## src/rtl/memcpy_dma_pkg.sv

```systemverilog
package memcpy_dma_pkg;

    // control word bit positions (software decodes these)
    localparam int CB_EN     = 0;
    localparam int CB_MODE   = 2;
    localparam int CB_DDIR   = 4;
    localparam int CB_SDIR   = 5;
    localparam int CB_SFIX   = 7;
    localparam int CB_SIE    = 8;
    localparam int CB_BURST  = 9;
    localparam int CB_WIDTH  = 12;
    localparam int CB_DEMAND = 15;
    localparam int CB_SWREQ  = 16;
    localparam int CB_TC     = 18;
    localparam int CB_ERR    = 20;

    localparam logic [1:0] RS_CTRL = 2'd0;
    localparam logic [1:0] RS_SRC  = 2'd1;
    localparam logic [1:0] RS_DST  = 2'd2;
    localparam logic [1:0] RS_CNT  = 2'd3;

    typedef enum logic [1:0] {
        ST_IDLE,
        ST_READ,
        ST_WRITE
    } dma_state_e;

    typedef struct packed {
        logic       en;
        logic [1:0] mode;
        logic       ddir;
        logic       sdir;
        logic       sfix;
        logic       sie;
        logic       burst;
        logic [1:0] width;
        logic       demand;
        logic       swreq;
        logic       tc;
        logic       err;
    } ctrl_t;

    function automatic logic [2:0] beat_step(input logic [1:0] w);
        case (w)
            2'b00:   beat_step = 3'd1;
            2'b01:   beat_step = 3'd2;
            default: beat_step = 3'd4;
        endcase
    endfunction

endpackage

```

## src/rtl/memcpy_dma_regs.sv

```systemverilog
module memcpy_dma_regs
    import memcpy_dma_pkg::*;
#(
    parameter int ADDR_W = 32,
    parameter int CNT_W  = 16,
    parameter int DATA_W = 32
) (
    input  logic              clk,
    input  logic              rst_n,
    input  logic              cfg_wr,
    input  logic [1:0]        cfg_sel,
    input  logic [DATA_W-1:0] cfg_wdata,
    output logic [DATA_W-1:0] cfg_rdata,
    input  logic              req_clr,
    input  logic              set_tc,
    input  logic              set_err,
    output ctrl_t             ctrl_q,
    output logic [ADDR_W-1:0] src_base,
    output logic [ADDR_W-1:0] dst_base,
    output logic [CNT_W-1:0]  xfer_cnt
);

    logic              wr_ctrl;
    logic [DATA_W-1:0] ctrl_word;

    assign wr_ctrl = cfg_wr && (cfg_sel == RS_CTRL);

    always_ff @(posedge clk or negedge rst_n) begin
        if (!rst_n) begin
            ctrl_q <= '0;
        end else begin
            if (req_clr) begin
                ctrl_q.swreq <= 1'b0;
            end
            if (wr_ctrl) begin
                ctrl_q.en     <= cfg_wdata[CB_EN];
                ctrl_q.mode   <= cfg_wdata[CB_MODE +: 2];
                ctrl_q.ddir   <= cfg_wdata[CB_DDIR];
                ctrl_q.sdir   <= cfg_wdata[CB_SDIR];
                ctrl_q.sfix   <= cfg_wdata[CB_SFIX];
                ctrl_q.sie    <= cfg_wdata[CB_SIE];
                ctrl_q.burst  <= cfg_wdata[CB_BURST];
                ctrl_q.width  <= cfg_wdata[CB_WIDTH +: 2];
                ctrl_q.demand <= cfg_wdata[CB_DEMAND];
                ctrl_q.swreq  <= cfg_wdata[CB_SWREQ] & cfg_wdata[CB_EN]
                                 & (cfg_wdata[CB_MODE +: 2] == 2'b00);
                if (cfg_wdata[CB_TC]) begin
                    ctrl_q.tc <= 1'b0;
                end
                if (cfg_wdata[CB_ERR]) begin
                    ctrl_q.err <= 1'b0;
                end
            end
            if (set_tc) begin
                ctrl_q.tc <= 1'b1;
            end
            if (set_err) begin
                ctrl_q.err <= 1'b1;
            end
        end
    end

    always_ff @(posedge clk or negedge rst_n) begin
        if (!rst_n) begin
            src_base <= '0;
            dst_base <= '0;
            xfer_cnt <= '0;
        end else if (cfg_wr) begin
            if (cfg_sel == RS_SRC) begin
                src_base <= cfg_wdata[ADDR_W-1:0];
            end
            if (cfg_sel == RS_DST) begin
                dst_base <= cfg_wdata[ADDR_W-1:0];
            end
            if (cfg_sel == RS_CNT) begin
                xfer_cnt <= cfg_wdata[CNT_W-1:0];
            end
        end
    end

    always_comb begin
        ctrl_word                    = '0;
        ctrl_word[CB_EN]             = ctrl_q.en;
        ctrl_word[CB_MODE +: 2]      = ctrl_q.mode;
        ctrl_word[CB_DDIR]           = ctrl_q.ddir;
        ctrl_word[CB_SDIR]           = ctrl_q.sdir;
        ctrl_word[CB_SFIX]           = ctrl_q.sfix;
        ctrl_word[CB_SIE]            = ctrl_q.sie;
        ctrl_word[CB_BURST]          = ctrl_q.burst;
        ctrl_word[CB_WIDTH +: 2]     = ctrl_q.width;
        ctrl_word[CB_DEMAND]         = ctrl_q.demand;
        ctrl_word[CB_SWREQ]          = ctrl_q.swreq;
        ctrl_word[CB_TC]             = ctrl_q.tc;
        ctrl_word[CB_ERR]            = ctrl_q.err;
    end

    always_comb begin
        cfg_rdata = '0;
        case (cfg_sel)
            RS_CTRL: cfg_rdata = ctrl_word;
            RS_SRC:  cfg_rdata[ADDR_W-1:0] = src_base;
            RS_DST:  cfg_rdata[ADDR_W-1:0] = dst_base;
            default: cfg_rdata[CNT_W-1:0]  = xfer_cnt;
        endcase
    end

endmodule

```

## src/rtl/memcpy_dma_ptr.sv

```systemverilog
module memcpy_dma_ptr #(
    parameter int ADDR_W = 32
) (
    input  logic              clk,
    input  logic              rst_n,
    input  logic              load,
    input  logic [ADDR_W-1:0] base,
    input  logic              advance,
    input  logic              hold,
    input  logic              dec,
    input  logic [2:0]        step,
    output logic [ADDR_W-1:0] ptr
);

    always_ff @(posedge clk or negedge rst_n) begin
        if (!rst_n) begin
            ptr <= '0;
        end else if (load) begin
            ptr <= base;
        end else if (advance && !hold) begin
            if (dec) begin
                ptr <= ptr - ADDR_W'(step);
            end else begin
                ptr <= ptr + ADDR_W'(step);
            end
        end
    end

endmodule

```

## src/rtl/memcpy_dma_fsm.sv

```systemverilog
module memcpy_dma_fsm
    import memcpy_dma_pkg::*;
#(
    parameter int CNT_W       = 16,
    parameter int DATA_W      = 32,
    parameter int BURST_BEATS = 4
) (
    input  logic              clk,
    input  logic              rst_n,
    input  logic              go,
    input  logic              en,
    input  logic              burst,
    input  logic [CNT_W-1:0]  count,
    input  logic              mem_ack,
    input  logic              mem_err,
    input  logic [DATA_W-1:0] mem_rdata,
    output logic              load,
    output logic              advance,
    output logic              req_clr,
    output logic              set_tc,
    output logic              set_err,
    output logic              mem_req,
    output logic              mem_we,
    output logic              busy,
    output logic [DATA_W-1:0] data_q
);

    localparam int BI_W = (BURST_BEATS > 1) ? $clog2(BURST_BEATS) : 1;

    dma_state_e       state, nxt;
    logic [CNT_W-1:0] cnt_left;
    logic [BI_W-1:0]  beat_idx;
    logic             last_beat;
    logic             unit_last;

    assign last_beat = !burst || (beat_idx == BI_W'(BURST_BEATS - 1));
    assign unit_last = last_beat && (cnt_left == CNT_W'(1));
    assign busy      = (state != ST_IDLE);

    // state register
    always_ff @(posedge clk or negedge rst_n) begin
        if (!rst_n) begin
            state <= ST_IDLE;
        end else begin
            state <= nxt;
        end
    end

    // next state and outputs
    always_comb begin
        nxt     = state;
        load    = 1'b0;
        advance = 1'b0;
        req_clr = 1'b0;
        set_tc  = 1'b0;
        set_err = 1'b0;
        mem_req = 1'b0;
        mem_we  = 1'b0;
        unique case (state)
            ST_IDLE: begin
                if (go) begin
                    req_clr = 1'b1;
                    if (count == '0) begin
                        set_tc = 1'b1;
                    end else begin
                        load = 1'b1;
                        nxt  = ST_READ;
                    end
                end
            end
            ST_READ: begin
                mem_req = 1'b1;
                if (mem_err) begin
                    set_err = 1'b1;
                    nxt     = ST_IDLE;
                end else if (mem_ack) begin
                    nxt = ST_WRITE;
                end
            end
            ST_WRITE: begin
                mem_req = 1'b1;
                mem_we  = 1'b1;
                if (mem_err) begin
                    set_err = 1'b1;
                    nxt     = ST_IDLE;
                end else if (mem_ack) begin
                    advance = 1'b1;
                    if (unit_last) begin
                        set_tc = 1'b1;
                        nxt    = ST_IDLE;
                    end else if (!en) begin
                        nxt = ST_IDLE;
                    end else begin
                        nxt = ST_READ;
                    end
                end
            end
            default: nxt = ST_IDLE;
        endcase
    end

    // counters and data holding register
    always_ff @(posedge clk or negedge rst_n) begin
        if (!rst_n) begin
            cnt_left <= '0;
            beat_idx <= '0;
            data_q   <= '0;
        end else begin
            if (load) begin
                cnt_left <= count;
                beat_idx <= '0;
            end else if (advance) begin
                if (last_beat) begin
                    beat_idx <= '0;
                    cnt_left <= cnt_left - CNT_W'(1);
                end else begin
                    beat_idx <= beat_idx + BI_W'(1);
                end
            end
            if ((state == ST_READ) && mem_ack && !mem_err) begin
                data_q <= mem_rdata;
            end
        end
    end

endmodule

```

## src/rtl/memcpy_dma.sv

```systemverilog
module memcpy_dma
    import memcpy_dma_pkg::*;
#(
    parameter int ADDR_W      = 32,
    parameter int CNT_W       = 16,
    parameter int DATA_W      = 32,
    parameter int BURST_BEATS = 4
) (
    input  logic              clk,
    input  logic              rst_n,
    input  logic              cfg_wr,
    input  logic [1:0]        cfg_sel,
    input  logic [DATA_W-1:0] cfg_wdata,
    output logic [DATA_W-1:0] cfg_rdata,
    output logic              mem_req,
    output logic              mem_we,
    output logic [ADDR_W-1:0] mem_addr,
    output logic [DATA_W-1:0] mem_wdata,
    input  logic [DATA_W-1:0] mem_rdata,
    input  logic              mem_ack,
    input  logic              mem_err,
    output logic              irq_stop
);

    localparam int NPTR = 2;

    ctrl_t             ctrl_q;
    logic [ADDR_W-1:0] src_base, dst_base;
    logic [CNT_W-1:0]  xfer_cnt;
    logic              load, advance, req_clr, set_tc, set_err, busy, go;
    logic [2:0]        step;
    logic [ADDR_W-1:0] base_v [NPTR];
    logic [ADDR_W-1:0] ptr_v  [NPTR];
    logic              hold_v [NPTR];
    logic              dec_v  [NPTR];

    memcpy_dma_regs #(
        .ADDR_W (ADDR_W),
        .CNT_W  (CNT_W),
        .DATA_W (DATA_W)
    ) i_regs (
        .clk       (clk),
        .rst_n     (rst_n),
        .cfg_wr    (cfg_wr),
        .cfg_sel   (cfg_sel),
        .cfg_wdata (cfg_wdata),
        .cfg_rdata (cfg_rdata),
        .req_clr   (req_clr),
        .set_tc    (set_tc),
        .set_err   (set_err),
        .ctrl_q    (ctrl_q),
        .src_base  (src_base),
        .dst_base  (dst_base),
        .xfer_cnt  (xfer_cnt)
    );

    assign go   = ctrl_q.en && ctrl_q.swreq && (ctrl_q.mode == 2'b00);
    assign step = beat_step(ctrl_q.width);

    memcpy_dma_fsm #(
        .CNT_W       (CNT_W),
        .DATA_W      (DATA_W),
        .BURST_BEATS (BURST_BEATS)
    ) i_fsm (
        .clk       (clk),
        .rst_n     (rst_n),
        .go        (go),
        .en        (ctrl_q.en),
        .burst     (ctrl_q.burst),
        .count     (xfer_cnt),
        .mem_ack   (mem_ack),
        .mem_err   (mem_err),
        .mem_rdata (mem_rdata),
        .load      (load),
        .advance   (advance),
        .req_clr   (req_clr),
        .set_tc    (set_tc),
        .set_err   (set_err),
        .mem_req   (mem_req),
        .mem_we    (mem_we),
        .busy      (busy),
        .data_q    (mem_wdata)
    );

    assign base_v[0] = src_base;
    assign base_v[1] = dst_base;
    assign hold_v[0] = ctrl_q.sfix;
    assign hold_v[1] = 1'b0;
    assign dec_v[0]  = ctrl_q.sdir;
    assign dec_v[1]  = ctrl_q.ddir;

    for (genvar g = 0; g < NPTR; g++) begin : g_ptr
        memcpy_dma_ptr #(
            .ADDR_W (ADDR_W)
        ) i_ptr (
            .clk     (clk),
            .rst_n   (rst_n),
            .load    (load),
            .base    (base_v[g]),
            .advance (advance),
            .hold    (hold_v[g]),
            .dec     (dec_v[g]),
            .step    (step),
            .ptr     (ptr_v[g])
        );
    end

    assign mem_addr = mem_we ? ptr_v[1] : ptr_v[0];
    assign irq_stop = ctrl_q.sie && (ctrl_q.tc || ctrl_q.err);

endmodule

```

## config.mk

```make
export PLATFORM = sky130hd
export DESIGN_NAME = memcpy_dma
export DESIGN_NICKNAME = d
export VERILOG_FILES = /design/src/rtl/memcpy_dma_pkg.sv /design/src/rtl/memcpy_dma_regs.sv /design/src/rtl/memcpy_dma_ptr.sv /design/src/rtl/memcpy_dma_fsm.sv /design/src/rtl/memcpy_dma.sv
export SDC_FILE = /design/constraint.sdc
export NUM_CORES = 1
export LEC_CHECK = 0
export BUFFER_PORTS_ARGS = -buffer_cell sky130_fd_sc_hd__clkbuf_2
export CORE_ASPECT_RATIO = 1.25
export CORE_UTILIZATION = 45
export CTS_BUF_LIST = sky130_fd_sc_hd__clkbuf_8 sky130_fd_sc_hd__clkbuf_16
export DETAILED_ROUTE_END_ITERATION = 8
export PLACE_DENSITY = 0.69
export SYNTH_ARGS = -nofsm -noshare
export SYNTH_HDL_FRONTEND = slang
export SYNTH_SLANG_ARGS = --single-unit
```

## constraint.sdc

```tcl
create_clock -name clk -period 4.8 [get_ports clk]
set_clock_uncertainty 0.15 [all_clocks]
set_input_delay 0.72 -clock clk [delete_from_list [all_inputs] [get_ports clk]]
set_output_delay 0.72 -clock clk [all_outputs]
set_load 0.005 [all_outputs]
```

==> impl_metrics.ini <==
[yosys]
ys_ff_latch = 210
synth_area_leaders = dfrtp_1 40%, mux2_2 14%, ha_1 6.7%
synthesis.area_um2 = 13100
yosysWarnings = 0
synth_top_area_share = 0.400
syn_inst = 1332
synth_cell_types = 66
synthFlopType = dfrtp_1
syn-num-nets = 1475
yosysSeqAreaShare = 0.400
synth_most_common_cell = dfrtp_1
netlist_top_cells_count = 210 x dfrtp_1, 160 x mux2_2, 132 x nand2_1, 108 x a21oi_1, 97 x nor2_1
yosysTopAreaCell = dfrtp_1
async_flop_share = 1.00
synth_edf_count = 0
avgSynthCellArea_um2 = 9.85

[worst_setup_path]
slowest_delay_ns = 0.52
required_ns = 5.05
start_kind = flop
crit_start = i_regs.ctrl_q[5]$_DFFE_PN0P_
crit_path_top_delay_cell = o31ai_1
r2r_start = i_regs.ctrl_q[5]$_DFFE_PN0P_
critPathBufInv = 1
cp_cell_sequence = nor2_1, inv_1, ha_1, mux2_2, fa_1, nor2b_1, o211ai_1, a2111oi_0, nor3_1, o31ai_1, a221oi_2, o21ai_1, a22o_1, a21oi_1
cpLargestDelayFamily = compound AO/OA/AOI/OAI gates
end_kind = flop
crit_type = flop to flop
critPathMaxFanout = 4
critPathArrivalTime_ns = 4.26

[placement]
io_buffers = 169
dp_hpwl_um = 26700
post-place-ws_ns = 0.823
gp_congestion = 0.892

[drt]
via_count = 10865
antenna_left = 0
wl_per_cell_um = 19.6
drc_errors = 0
drtIter0Drc = 509
drt_wl_total_um = 36700
dr.pass1.iters = 5
via_per_inst = 5.79

[sta]
slew_headroom = 0.428
worst_slew_pin_slew_ns = 0.858
timing.fmax_mhz = 249
rsz0062_at_grt = false
holdWs_ns = 0.0840
min_period_over_period = 0.836
postLayoutSetupSlackWorst_ns = 0.786
tns_ns = 0
slew_viol_final = 0
post-route-min-period_ns = 4.01
final_hold_viol_count = 0
finalSetupViolCount = 0

[grt]
overflow = 0
antenna_found_initial = 0
grt_use_total = 0.245
grt_pass1_vias = 10652
grt_max_degree = 92
grt_pass1_wl_um = 57400

[clock_network]
clk_pin_slew_ns = 0.07
clock-sinks = 210
postCtsHoldBufs = 0
clk_latency_ns = 0.51
cts_tree = built
postCtsSetupBuffers = 0
root_buffer = clkbuf_16
clk_path_buf_depth = 3
ctsResizeCount = 0
h-tree-depth = 1
cts_inserted_buffers = 22

[pwr]
ir_drop_uv = 405
p_total_mw = 9.77
pwr_density_cell_nw_per_um2 = 647
p_leak_nw = 6.74

[floorplan]
fp-row-count = 69
core_um2 = 28600
ios = 170
initial_utilization = 0.459
fp.dieArea_um2 = 29800
die_w_um = 155
die_height_um = 193

[finish]
fill_cells = 2599
multi_input_area_um2 = 7520
drive_gt1_frac = 0.281
nNetsFinal = 1613
seq_area_um2 = 5260
syn_to_final_growth_pct = 15.2

[run]
cap_viol_max_count = 0

[status]
status = finished clean

[worst_hold_path]
hp-class = input port to asynchronous set/reset pin
## sequential cells by signal, summed over array words and instances, names as in the netlist
register / cells
g_ptr.i_ptr.ptr: 64
i_fsm.data_q: 32
i_regs.dst_base: 32
i_regs.src_base: 32
i_fsm.cnt_left: 16
i_regs.xfer_cnt: 16
i_regs.ctrl_q: 14
i_fsm.beat_idx: 2
i_fsm.state: 2
## cell type report
cell class                      instances  area share
Timing Repair Buffer                  189      0.0681
Sequential cell                       210       0.348
Inverter                               22     0.00546
Clock buffer                           30      0.0445
Multi-Input combinational cell       1025       0.498
Tap cell                              390      0.0323
Clock inverter                          8     0.00430
Antenna cell                            1    0.000166
## kinds of logic (layout without fill, tap and decap cells)
kind of cell / Yosys count / count (layout) / synth area share
AND/OR/NAND/NOR: 366 / 366 / 0.127
AO/OA/AOI/OAI: 346 / 346 / 0.170
flip-flops: 210 / 210 / 0.400
multiplexers: 179 / 179 / 0.162
buffers and inverters: 97 / 249 / 0.0281
adder cells (fa/ha/maj): 72 / 72 / 0.0698
XOR/XNOR: 62 / 62 / 0.0414
other: 0 / 1 / 0
## metal layers
metal | GRT usage | part of all wire | routed length (um)
met1 | 0.323 | 0.43 | 15900
met2 | 0.412 | 0.48 | 17800
met3 | 0.0328 | 0.051 | 1880
met4 | 0.0906 | 0.032 | 1180
met5 | 0 | 0 | 0
## worst paths after layout
kind | end | slack [ns] | cells past startpoint
setup / recovery | g_ptr[0].i_ptr.ptr[28]$_DFFE_PN0P_ | 0.79 | 14
hold / removal | g_ptr[0].i_ptr.ptr[26]$_DFFE_PN0P_ | 0.08 | 1
setup reg to reg | g_ptr[0].i_ptr.ptr[28]$_DFFE_PN0P_ | 0.79 | 14
hold reg to reg | i_fsm.data_q[31]$_DFFE_PN0P_ | 0.35 | 1
max in group asynchronous | i_fsm.data_q[19]$_DFFE_PN0P_ | 3.41 | 2
min in group clk | i_fsm.data_q[25]$_DFFE_PN0P_ | 0.29 | 2
## worst register-to-register path: stages (launching register included)
cell and delay, ns:
dfrtp_1 0.40, nor2_1 0.20, inv_1 0.07, ha_1 0.28, mux2_2 0.30, fa_1 0.41, nor2b_1 0.22, o211ai_1 0.16
a2111oi_0 0.41, nor3_1 0.18, o31ai_1 0.52, a221oi_2 0.15, o21ai_1 0.22, a22o_1 0.18, a21oi_1 0.06
## cells in the final DEF, fill, tap and decap left out, types with 5 or more instances in the layout
master and count:
o21bai_1 8, nand4_1 12, inv_1 24, o31ai_1 5
and3_1 9, o21ai_1 16, nor3_1 28, mux4_2 11
xnor2_1 45, clkbuf_8 8, a21o_1 37, or3_1 7
a31oi_1 21, nand3_1 24, buf_4 18, nor2b_1 18
nor4_1 7, clkbuf_2 168, nand2b_1 7, nand3b_1 6
mux2_2 160, a211oi_1 6, o21a_1 12, dfrtp_1 210
a22o_1 20, ha_1 69, a21oi_1 108, xor2_1 17
o21ai_0 66, mux2i_1 8, nand2_1 131, nor2_1 97
clkbuf_16 23
## report_power, final
part	switching, mW	internal (mW)	leakage, nW
logic	2.67	2.38	3.89
registers	0.579	2.41	2.47
clock network	0.702	1.03	0.374
total	3.95	5.82	6.74
## per-stage QoR
stage,utilization,std cells,area [um2]
after floorplan,-,1332,13100
after global placement,0.503,1836,14400
after detailed placement,0.503,1836,14400
after CTS,0.529,1874,15100
after global routing,0.529,1874,15100
final,0.529,1875,15100
No activity file was read; power rests on OpenSTA's default activity.
